[config.mk]
export PLATFORM = sky130hd
export DESIGN_NAME = card_clk_div
export DESIGN_NICKNAME = d
export VERILOG_FILES = /design/src/rtl/card_clk_pkg.sv /design/src/rtl/card_clk_decode.sv /design/src/rtl/card_clk_phase.sv /design/src/rtl/card_clk_div.sv
export SDC_FILE = /design/constraint.sdc
export NUM_CORES = 1
export LEC_CHECK = 0
export CORE_MARGIN = 1.5
export CORE_UTILIZATION = 61
export CTS_CLUSTER_DIAMETER = 30
export DETAILED_ROUTE_END_ITERATION = 7
export PLACE_DENSITY = 0.84
export SETUP_SLACK_MARGIN = 0.4
export SLEW_MARGIN = 25
export SYNTH_ARGS = -nofsm -noshare
export SYNTH_HDL_FRONTEND = slang
export SYNTH_SLANG_ARGS = --single-unit
[constraint.sdc]
create_clock -name clk_i -period 10.6 [get_ports clk_i]
set_clock_uncertainty 0.15 [all_clocks]
set_input_delay 1.59 -clock clk_i [delete_from_list [all_inputs] [get_ports clk_i]]
set_output_delay 1.59 -clock clk_i [all_outputs]
set_load 0.02 [all_outputs]
[src/rtl/card_clk_pkg.sv]
package card_clk_pkg;

    localparam int CODE_W   = 4;
    localparam int MAX_CODE = 8;
    localparam int SHIFT_W  = $clog2(MAX_CODE + 1);

    typedef struct packed {
        logic               byp;
        logic [SHIFT_W-1:0] shift;
    } div_mode_t;

endpackage

[src/rtl/card_clk_decode.sv]
module card_clk_decode
    import card_clk_pkg::*;
#(
    parameter int SEL_W = CODE_W,
    parameter int TOP_N = MAX_CODE
) (
    input  logic [SEL_W-1:0] sel_i,
    input  logic             strap_i,
    output div_mode_t        mode_o
);

    localparam logic [SEL_W-1:0] PASS_CODE = {SEL_W{1'b1}};

    always_comb begin
        mode_o = '0;
        if (sel_i == PASS_CODE && strap_i) begin
            mode_o.byp = 1'b1;
        end else if (int'(sel_i) <= TOP_N) begin
            mode_o.shift = SHIFT_W'(sel_i);
        end else begin
            // out-of-range codes and unsupported passthrough fall to the slowest ratio
            mode_o.shift = SHIFT_W'(TOP_N);
        end
    end

endmodule

[src/rtl/card_clk_phase.sv]
module card_clk_phase
    import card_clk_pkg::*;
#(
    parameter int TOP_N = MAX_CODE,
    localparam int CNT_W = (TOP_N > 0) ? TOP_N : 1
) (
    input  logic      clk_i,
    input  logic      rst_i,
    input  logic      en_i,
    input  div_mode_t mode_i,
    output logic      clk_o,
    output logic      rise_o,
    output logic      byp_o
);

    typedef struct packed {
        logic               lvl;
        logic               rise;
        logic               byp;
        logic [CNT_W-1:0]   cnt;
        logic [SHIFT_W-1:0] shift;
    } phase_st_t;

    phase_st_t st_d, st_q;

    logic               at_start;
    logic [SHIFT_W-1:0] eff_shift;
    logic [CNT_W:0]     half_len;
    logic [CNT_W:0]     held_len;
    logic               half_last;

    always_comb begin
        st_d      = st_q;
        st_d.rise = 1'b0;
        st_d.byp  = 1'b0;
        // a period boundary: low level with a fresh counter
        at_start  = !st_q.lvl && (st_q.cnt == '0);
        eff_shift = at_start ? mode_i.shift : st_q.shift;
        half_len  = (CNT_W+1)'(1) << eff_shift;
        held_len  = (CNT_W+1)'(1) << st_q.shift;
        half_last = ({1'b0, st_q.cnt} == (half_len - (CNT_W+1)'(1)));

        if (!en_i) begin
            st_d.lvl = 1'b0;
            st_d.cnt = '0;
        end else if (at_start && mode_i.byp) begin
            st_d.byp  = 1'b1;
            st_d.rise = 1'b1;
            st_d.lvl  = 1'b0;
            st_d.cnt  = '0;
        end else begin
            if (at_start) begin
                st_d.shift = mode_i.shift;
            end
            if (half_last) begin
                st_d.lvl  = !st_q.lvl;
                st_d.cnt  = '0;
                st_d.rise = !st_q.lvl;
            end else begin
                st_d.cnt = st_q.cnt + CNT_W'(1);
            end
        end
    end

    always_ff @(posedge clk_i) begin
        if (rst_i) begin
            st_q       <= '0;
            st_q.shift <= SHIFT_W'(TOP_N);
        end else begin
            st_q <= st_d;
        end
    end

    assign clk_o  = st_q.lvl;
    assign rise_o = st_q.rise;
    assign byp_o  = st_q.byp;

    // the held ratio may only change when the previous cycle was a boundary
    p_ratio_at_boundary_r7: assert property (@(posedge clk_i) disable iff (rst_i)
        !$stable(st_q.shift) |-> $past(at_start));

    // the phase counter never runs past the half period of the held ratio
    p_cnt_in_half_r2: assert property (@(posedge clk_i) disable iff (rst_i)
        {1'b0, st_q.cnt} < held_len);

    // a low gate forces the clock and strobe low on the next cycle
    p_gate_low_r5: assert property (@(posedge clk_i) disable iff (rst_i)
        !en_i |=> (!st_q.lvl && !st_q.rise));

    // a divided rising edge is always flagged by the strobe
    p_edge_flagged_r6: assert property (@(posedge clk_i) disable iff (rst_i)
        $rose(st_q.lvl) |-> st_q.rise);

    // outside passthrough the strobe only appears with a high level
    p_strobe_on_high_r6: assert property (@(posedge clk_i) disable iff (rst_i)
        (st_q.rise && !st_q.byp) |-> st_q.lvl);

    // passthrough keeps the divided level low
    p_byp_low_r4: assert property (@(posedge clk_i) disable iff (rst_i)
        st_q.byp |-> !st_q.lvl);

endmodule

[src/rtl/card_clk_div.sv]
module card_clk_div
    import card_clk_pkg::*;
#(
    parameter int SEL_W = CODE_W,
    parameter int TOP_N = MAX_CODE
) (
    input  logic             clk_i,
    input  logic             rst_i,
    input  logic             clk_en_i,
    input  logic [SEL_W-1:0] div_sel_i,
    input  logic             bypass_strap_i,
    output logic             card_clk_o,
    output logic             card_rise_o,
    output logic             bypass_o
);

    div_mode_t mode;

    card_clk_decode #(
        .SEL_W (SEL_W),
        .TOP_N (TOP_N)
    ) decode_i (
        .sel_i   (div_sel_i),
        .strap_i (bypass_strap_i),
        .mode_o  (mode)
    );

    card_clk_phase #(
        .TOP_N (TOP_N)
    ) phase_i (
        .clk_i  (clk_i),
        .rst_i  (rst_i),
        .en_i   (clk_en_i),
        .mode_i (mode),
        .clk_o  (card_clk_o),
        .rise_o (card_rise_o),
        .byp_o  (bypass_o)
    );

    // passthrough is only entered when the strap allowed it
    p_strap_gates_byp_r3: assert property (@(posedge clk_i) disable iff (rst_i)
        $rose(bypass_o) |-> $past(bypass_strap_i));

    // passthrough strobes every cycle
    p_byp_strobe_r4: assert property (@(posedge clk_i) disable iff (rst_i)
        bypass_o |-> card_rise_o);

    // the first cycle after reset is idle
    p_reset_idle_r1: assert property (@(posedge clk_i)
        $past(rst_i) |-> (!card_clk_o && !card_rise_o && !bypass_o));

endmodule

Word level (Yosys, flattened, before mapping)
Cells that the tools add are included.
Word-level totals
  register bits: 15
  bits in latches: 0
  RAM bits: 0
  memory bits (read-only): 0
  input bits: 8
  output and inout port bits: 3
  memories: 0
Cells by class
  add/subtract/negate cells: 2
  multipliers: 0
  divide/modulo/power cells: 0
  magnitude comparators: 1
  equality and inequality tests: 2
  shift operators: 1
  muxes and demuxes: 7
  bitwise operators: 2
  reduce and logical (&&, ||, !) cells: 9
Operator list (number)
  4-bit two-way mux: 3
  8-bit by 9-bit == test with 1-bit output: 1
  1-bit by 4-bit << shifter with 9-bit output (first input constant): 1
  9-bit by 1-bit subtractor with 9-bit output (second input constant): 1
  8-bit by 1-bit adder with 8-bit output (second input constant): 1
  8-bit logical NOT: 1
  4-bit == test (second input constant): 1
  4-bit <= comparator (second input constant): 1
  1-bit two-way mux: 4
  4-bit OR reduction: 1
  1-bit logical AND: 3
  3-bit OR reduction: 1
  1-bit inverter: 2
  2-bit AND reduction: 1
  2-bit OR reduction: 1
  1-bit logical NOT: 1

Depth between registers and ports, before layout
Gate-level depths: netlist of run 1.
  word-level depth: 9
  mapped depth: 15

Cells and area by module
From an unflattened synthesis of run 1, not the netlist that was laid out.
Second synthesis, totals
  cells, all modules: 159
  area, all modules: 1263.7 µm²
Modules (own cells, without submodules)
  card_clk_phase: times used 1, cells an instance 152, area each 1224.9 µm², seq. area each 300.3 µm²
  card_clk_decode: times used 1, cells an instance 7, area each 38.8 µm², seq. area each 0.0 µm²

Worst setup path after synthesis of run 1
Ideal clock, no wire load.
  path type: input -> register
  start: input port div_sel_i[3]
  end: register phase_i.st_q, in the netlist phase_i.clk_o
  library setup time: 0.121 ns
  data arrival time: 3.927 ns
  data required time: 10.329 ns
  path slack: 6.402 ns
  stages: 12
  path through: clkbuf_1 -> a21o_1 -> a31oi_1 -> ha_1 -> buf_4 -> inv_1 -> o21bai_1 -> nor2_1 -> a41oi_1 -> o21ai_1 -> a2111oi_4 -> mux2_4
On the way
  cells in the longest elaborated chain, start to end: 7
  elaborated cells on any way between the ends: 12
  classes of those cells: 1 x add/sub; 1 x order compare; 2 x eq/ne; 1 x shift; 4 x mux; 3 x reduce/logical
Ends and longest elaborated chain
  start, declared: line card_clk_div.sv:10  | input logic [SEL_W-1:0] div_sel_i,
  4-bit <= comparator or 4-bit == test (tied branches): line card_clk_decode.sv:18, card_clk_decode.sv:16
  4-bit two-way mux or 1-bit logical AND (tied branches): line card_clk_decode.sv:18, card_clk_decode.sv:16
  4-bit two-way mux: line card_clk_decode.sv:16  | if (sel_i == PASS_CODE && strap_i) begin
  4-bit two-way mux: line card_clk_phase.sv:38  | eff_shift = at_start ? mode_i.shift : st_q.shift;
  1-bit by 4-bit << shifter with 9-bit output: line card_clk_phase.sv:39  | half_len = (CNT_W+1)'(1) << eff_shift;
  9-bit by 1-bit subtractor with 9-bit output: line card_clk_phase.sv:41  | half_last = ({1'b0, st_q.cnt} == (half_len - (CNT_W+1)'(1)));
  8-bit by 9-bit == test with 1-bit output: line card_clk_phase.sv:41
  end signal, assigned: line card_clk_phase.sv:70  | st_q <= st_d;
  end, declared: line card_clk_phase.sv:24  | phase_st_t st_d, st_q;
Parallel ways exist; a longest one is shown, timed or not.
A chain may end at the register's enable or synchronous reset.

Worst setup path in the final report of run 1
  start: input port div_sel_i[2]
  end: register phase_i.st_q, in the netlist phase_i.clk_o
Same word-level chain as after synthesis.

==> run summary, run 1 <==
Routed WL: 2.89 mm
Kind of capture point of the worst setup path: flip-flop
Ys async rst share: 0%
Count of mapped cells out of synthesis: 155
HPWL after detailed placement: 2.23 mm
Launch point of the worst hold path: phase_i.st_q[4]
Number of design rule violations left after detail routing: 0
CTS Sinks: 15
Clock tree from TritonCTS: built
Count of synthesis-stage warnings from yosys: 0
Multi-input gate area: 850 µm²
Power per cell area: 91.3 nW/µm²
Routed WL per cell: 15.5 µm
Final critical-path share of the clock period: 45.9%
Post-cts repair resize count: 0
Total non-filler cell area in the finished layout: 1350 µm²
Remaining antenna violation count: 0
Placeable core region: 1960 µm²
Required @ worst endpoint: 10.63 ns
Final-report hold violation count: 0
Kind of start point of the critical path: primary input
Count of H-tree levels built during CTS: 1
Cell Rows: 16
Critical Path Fanout Max: 10
Final core utilization: 68.8%
Filler cells: 184
Hold crit path type: reg2reg
Longest Clk Path Bufs: 2
Launch point of the worst reg-to-reg path: phase_i.st_q[4]
Start point of the critical path: div_sel_i[2]
Congestion Overflow GR: 0
Leakage: 0.513 nW
Total I/O pin count: 11
Vias in the first global route: 1163
Synthesized net count: 166
Data arrival, critical path: 4.90 ns
Starting density of the core: 64.2%
Chain of cells forming the critical path: clkdlybuf4s50_1 -> nor2_1 -> a21o_1 -> a31oi_1 -> ha_1 -> inv_1 -> o21bai_1 -> nor2_1 -> a41oi_1 -> o21ai_1 -> a2111oi_4 -> mux2_4
Critical path class: in2reg
Total clock buffers created by CTS: 3
Post-CTS Hold Buffers: 0
Register bit total from synthesis: 15
Clock transition at the registers of the reported paths: 0.09 ns
Final number of max-transition violations: 0
RSZ-0062 raised after global routing: no
CTS Root Cell: clkbuf_4
Aggregate global-route resource usage: 27.1%
Synthesized area: 1260 µm²
Share of cells above drive strength 1: 10.7%
Clock period minus worst slack: 4.87 ns
Gp weighted congestion: 0.914
Wire length of the first global-routing pass: 5.19 mm
Die ar.: 2350 µm²
Number of inserted diodes: 0
Placed inst area: 1320 µm²
Count of buffers inserted at the top-level ports: 10
Headroom to the max-slew limit: 42.5%
Post-synthesis cell type count: 53
Number of post-CTS setup repair buffers: 0
Final setup violation count: 0
Actual slew at the worst max-slew pin: 0.860 ns
Height of the die: 48.4 µm
Status: finished, final reports clean
Total number of nets in the final design: 171
Avg Inst Size Synth: 8.13 µm²
Number of flops mapped to enable cells by yosys: 0
Setup WS post-layout: 5.73 ns
Critical-path cell with the highest stage delay: a2111oi_4
Peak supply drop: 0.0885 mV
Number of detailed-routing iterations run before antenna repair: 4
Seq/Total Area, Yosys: 23.8%
Count of max-cap constraint violations: 0
Highest clock frequency the design can meet: 0.205 GHz
Total via count in the routed design: 1219
Fin Hold WS: 0.446 ns
Storage cell area: 300 µm²
Via-to-Cell Ratio: 6.55
Antenna violations before repair: 0
Crit path buffers/inverters: 2
Primary FF master, synth: dfxtp_1
Initial DRC Count: 58
Area growth from synthesis to layout: 7.05%
Maximum number of pins on one net before global-route repair: 15
Most used cell, CP: nor2_1
Cell class contributing the biggest share of worst-path delay: compound AO/OA/AOI/OAI gates
Longest individual stage delay on the worst path: 0.69 ns
Clock insertion delay at the later pin of the skew report: 0.28 ns
Worst setup slack before clock tree synthesis: 5.43 ns
Die X-Extent: 48.4 µm
Total negative slack: 0 ns
[cell families after synthesis]
family / synth area share, %
AOI/OAI and AO/OA: 21.0
xor gates and xnor gates: 7.65
adders and majority gates: 2.98
buffers and inverters: 8.74
DFF: 23.8
muxes: 5.36
and+or+nand+nor: 30.5
[layer usage]
layer / vias up / wire, µm / GRT usage [%]
met4: 0 / 45 / 7.62
met2: 61 / 1360 / 44.7
met5: - / 0 / 0
met3: 6 / 235 / 3.40
li1: 584 / - / -
met1: 568 / 1250 / 37.4
[worst paths after layout]
| path | endpoint | cells past startpoint | slack, ns |
|---|---|---|---|
| max | phase_i.clk_o | 12 | 5.73 |
| min reg2reg | phase_i.st_q[4] | 1 | 0.45 |
| min | phase_i.st_q[4] | 1 | 0.45 |
| max reg2reg | phase_i.clk_o | 13 | 6.19 |
[sequential cells by signal, indices dropped and copies added (netlist names)]
name / cells
phase_i.st_q: 12
phase_i.clk_o: 1
phase_i.byp_o: 1
phase_i.rise_o: 1
[cells in the mapped netlist (2+ instances only)]
cell type / count / area, µm²
a2111oi_0: 2 / 17.5
a21oi_1: 3 / 15.0
a31oi_1: 6 / 37.5
a41oi_1: 2 / 17.5
and4_1: 2 / 17.5
buf_4: 3 / 22.5
buf_6: 3 / 33.8
clkbuf_1: 3 / 11.3
dfxtp_1: 15 / 300
ha_1: 3 / 37.5
inv_1: 10 / 37.5
mux2i_1: 3 / 30.0
nand2_1: 8 / 30.0
nand2b_1: 2 / 12.5
nand3_1: 6 / 30.0
nand4_1: 3 / 18.8
nor2_1: 19 / 71.3
nor3_1: 11 / 55.1
o21ai_0: 3 / 15.0
o21bai_1: 2 / 15.0
o22ai_1: 2 / 12.5
o31a_1: 2 / 17.5
or2_2: 2 / 12.5
or4_1: 2 / 15.0
xnor2_1: 6 / 52.6
xor2_1: 5 / 43.8
[cells in the final DEF, fill, tap and decap left out, types with 5 or more instances in the layout]
cell type,instances
a31oi_1,6
clkdlybuf4s50_1,10
dfxtp_1,15
inv_1,10
nand2_1,8
nand3_1,6
nor2_1,19
nor3_1,11
xnor2_1,6
xor2_1,5
[final cells by class]
class,count,area share (%)
Clock buffer,3,1.67
Clock inverter,1,0.371
Inverter,10,2.78
Multi-Input combinational cell,120,63.0
Sequential cell,15,22.3
Tap cell,27,2.50
Timing Repair Buffer,10,7.42
[stage by stage]
stage	total power, mW	instances
after global placement	0.0914	182
after floorplan	0.0848	155
after CTS	0.123	186
after detailed placement	0.0922	182
final	0.123	186
after global routing	0.130	186
[power breakdown]
| group | leakage, nW | switching [mW] | internal, mW | total [mW] |
|---|---|---|---|---|
| clock network | 0.0177 | 0.0175 | 0.0140 | 0.0315 |
| logic | 0.373 | 0.0178 | 0.0135 | 0.0313 |
| registers | 0.122 | 0.00281 | 0.0575 | 0.0603 |
No activity file was read; power rests on OpenSTA's default activity.
==> inputs of run 2 (changes only) <==
- CORE_UTILIZATION: 61 -> 57
- PLACE_DENSITY: 0.84 -> 0.79
- clock period: 10.6 -> 5.1 ns (I/O delays scaled with it)
==> run 2 against run 1 <==
  * Count of clock-buffer cells in the layout did not move
  * Critical path depth is 3 higher
  * Non-clock buffer count rose by 2
  * Die area up 6.6%
  * Cell area up 1.1%
==> run summary, run 2 (same netlist as run 1, synthesis figures left out) <==
Longest individual stage delay on the worst path: 0.53 ns
Headroom to the max-slew limit: 58.3%
Actual slew at the worst max-slew pin: 0.624 ns
Die X-Extent: 50.0 µm
Longest Clk Path Bufs: 2
Cell class contributing the biggest share of worst-path delay: simple AND/OR/NAND/NOR gates
Total clock buffers created by CTS: 3
Number of post-CTS setup repair buffers: 0
Die ar.: 2500 µm²
Routed WL: 2.92 mm
Crit path buffers/inverters: 3
Total I/O pin count: 11
Area growth from synthesis to layout: 8.24%
Final critical-path share of the clock period: 79.8%
Placeable core region: 2020 µm²
Aggregate global-route resource usage: 25.2%
Number of flip-flops in the largest register: 12
Chain of cells forming the critical path: inv_1 -> ha_1 -> nor4b_2 -> nand2_2 -> and4_2 -> a31oi_1 -> ha_1 -> inv_1 -> o21bai_1 -> nor2_1 -> a41oi_1 -> o21ai_1 -> a2111oi_4 -> buf_4 -> mux2_4
Fin Hold WS: 0.435 ns
Kind of capture point of the worst setup path: flip-flop
Critical path class: reg2reg
Worst setup slack before clock tree synthesis: 0.944 ns
Count of max-cap constraint violations: 0
Peak supply drop: 0.191 mV
Power per cell area: 190 nW/µm²
Starting density of the core: 62.3%
Count of buffers inserted at the top-level ports: 10
Reg-to-reg slack, setup: 1.03 ns
Share of cells above drive strength 1: 11.8%
Critical Path Fanout Max: 10
Post-cts repair resize count: 0
Clock tree from TritonCTS: built
Cell Rows: 16
Height of the die: 50.0 µm
Congestion Overflow GR: 0
CTS Root Cell: clkbuf_4
Antenna violations before repair: 0
Final setup violation count: 0
RSZ-0062 raised after global routing: no
Commonest cells after routing, fill and taps aside: nor2_1, dfxtp_1, nor3_1
Total via count in the routed design: 1226
Final number of max-transition violations: 0
Final-report hold violation count: 0
Kind of start point of the critical path: flip-flop
Count of H-tree levels built during CTS: 1
Launch point of the worst hold path: phase_i.st_q[4]
Total negative slack: 0 ns
Status: finished, final reports clean
Post-CTS Hold Buffers: 0
Placed inst area: 1340 µm²
Critical-path cell with the highest stage delay: nor4b_2
Clock transition at the registers of the reported paths: 0.09 ns
HPWL after detailed placement: 2.25 mm
Number of design rule violations left after detail routing: 0
Via-to-Cell Ratio: 6.52
Launch point of the worst reg-to-reg path: phase_i.st_q[4]
Vias in the first global route: 1103
Highest clock frequency the design can meet: 0.246 GHz
Hold crit path type: reg2reg
Data arrival, critical path: 4.10 ns
Remaining antenna violation count: 0
Number of detailed-routing iterations run before antenna repair: 4
Wire length of the first global-routing pass: 4.99 mm
Leakage: 0.522 nW
Most frequent standard cell in the layout excluding fill and tap cells: nor2_1
Clock insertion delay at the later pin of the skew report: 0.29 ns
Total non-filler cell area in the finished layout: 1360 µm²
CTS Sinks: 15
Total number of nets in the final design: 173
Maximum number of pins on one net before global-route repair: 15
Largest register by flop count: phase_i.st_q
Clock period minus worst slack: 4.07 ns
Routed WL per cell: 15.5 µm
Start point of the critical path: phase_i.st_q[4]
Setup WS post-layout: 1.03 ns
Gp weighted congestion: 0.996
Number of inserted diodes: 0
Required @ worst endpoint: 5.13 ns
Initial DRC Count: 64
-- run 2: cell count changes in the layout (fill, tap and decap cells not counted), sizes merged --
cell	before	now
buf	0	2
-- run 2: metrics by stage --
step | std cells | power [mW] | util, %
3_3_place_gp | 184 | 0.190 | 66.1
2_1_floorplan | 155 | 0.176 | -
4_1_cts | 188 | 0.259 | 67.5
3_5_place_dp | 184 | 0.192 | 66.1
6_report | 188 | 0.259 | 67.5
5_1_grt | 188 | 0.272 | 67.5
-- run 2: layout make-up --
cell class	count	area [µm²]
Clock buffer	3	22.5
Sequential cell	15	300
Inverter	10	37.5
Multi-Input combinational cell	120	850
Timing Repair Buffer	12	115
Clock inverter	1	5.00
Tap cell	27	33.8
Fill cell	170	658
-- run 2: final timing paths --
path                            cells past startpoint               to
worst min register to register                      1  phase_i.st_q[4]
worst max register to register                     15    phase_i.clk_o
worst min-delay path                                1  phase_i.st_q[4]
worst max-delay path                               15    phase_i.clk_o
-- run 2: where the power goes --
part	total, mW	internal [mW]	switching [mW]
Clock	0.0678	0.0292	0.0386
Sequential	0.125	0.119	0.00560
Combinational	0.0661	0.0290	0.0371
Total	0.259	0.178	0.0813
-- run 2: routing by layer --
layer	wire (µm)	global-route usage (%)	vias to the layer above	part of all wire, %
met5	0	0	-	0
met3	297	6.36	13	10
li1	-	-	582	-
met2	1340	39.5	72	46
met4	69	9.72	0	2.4
met1	1200	32.9	559	41
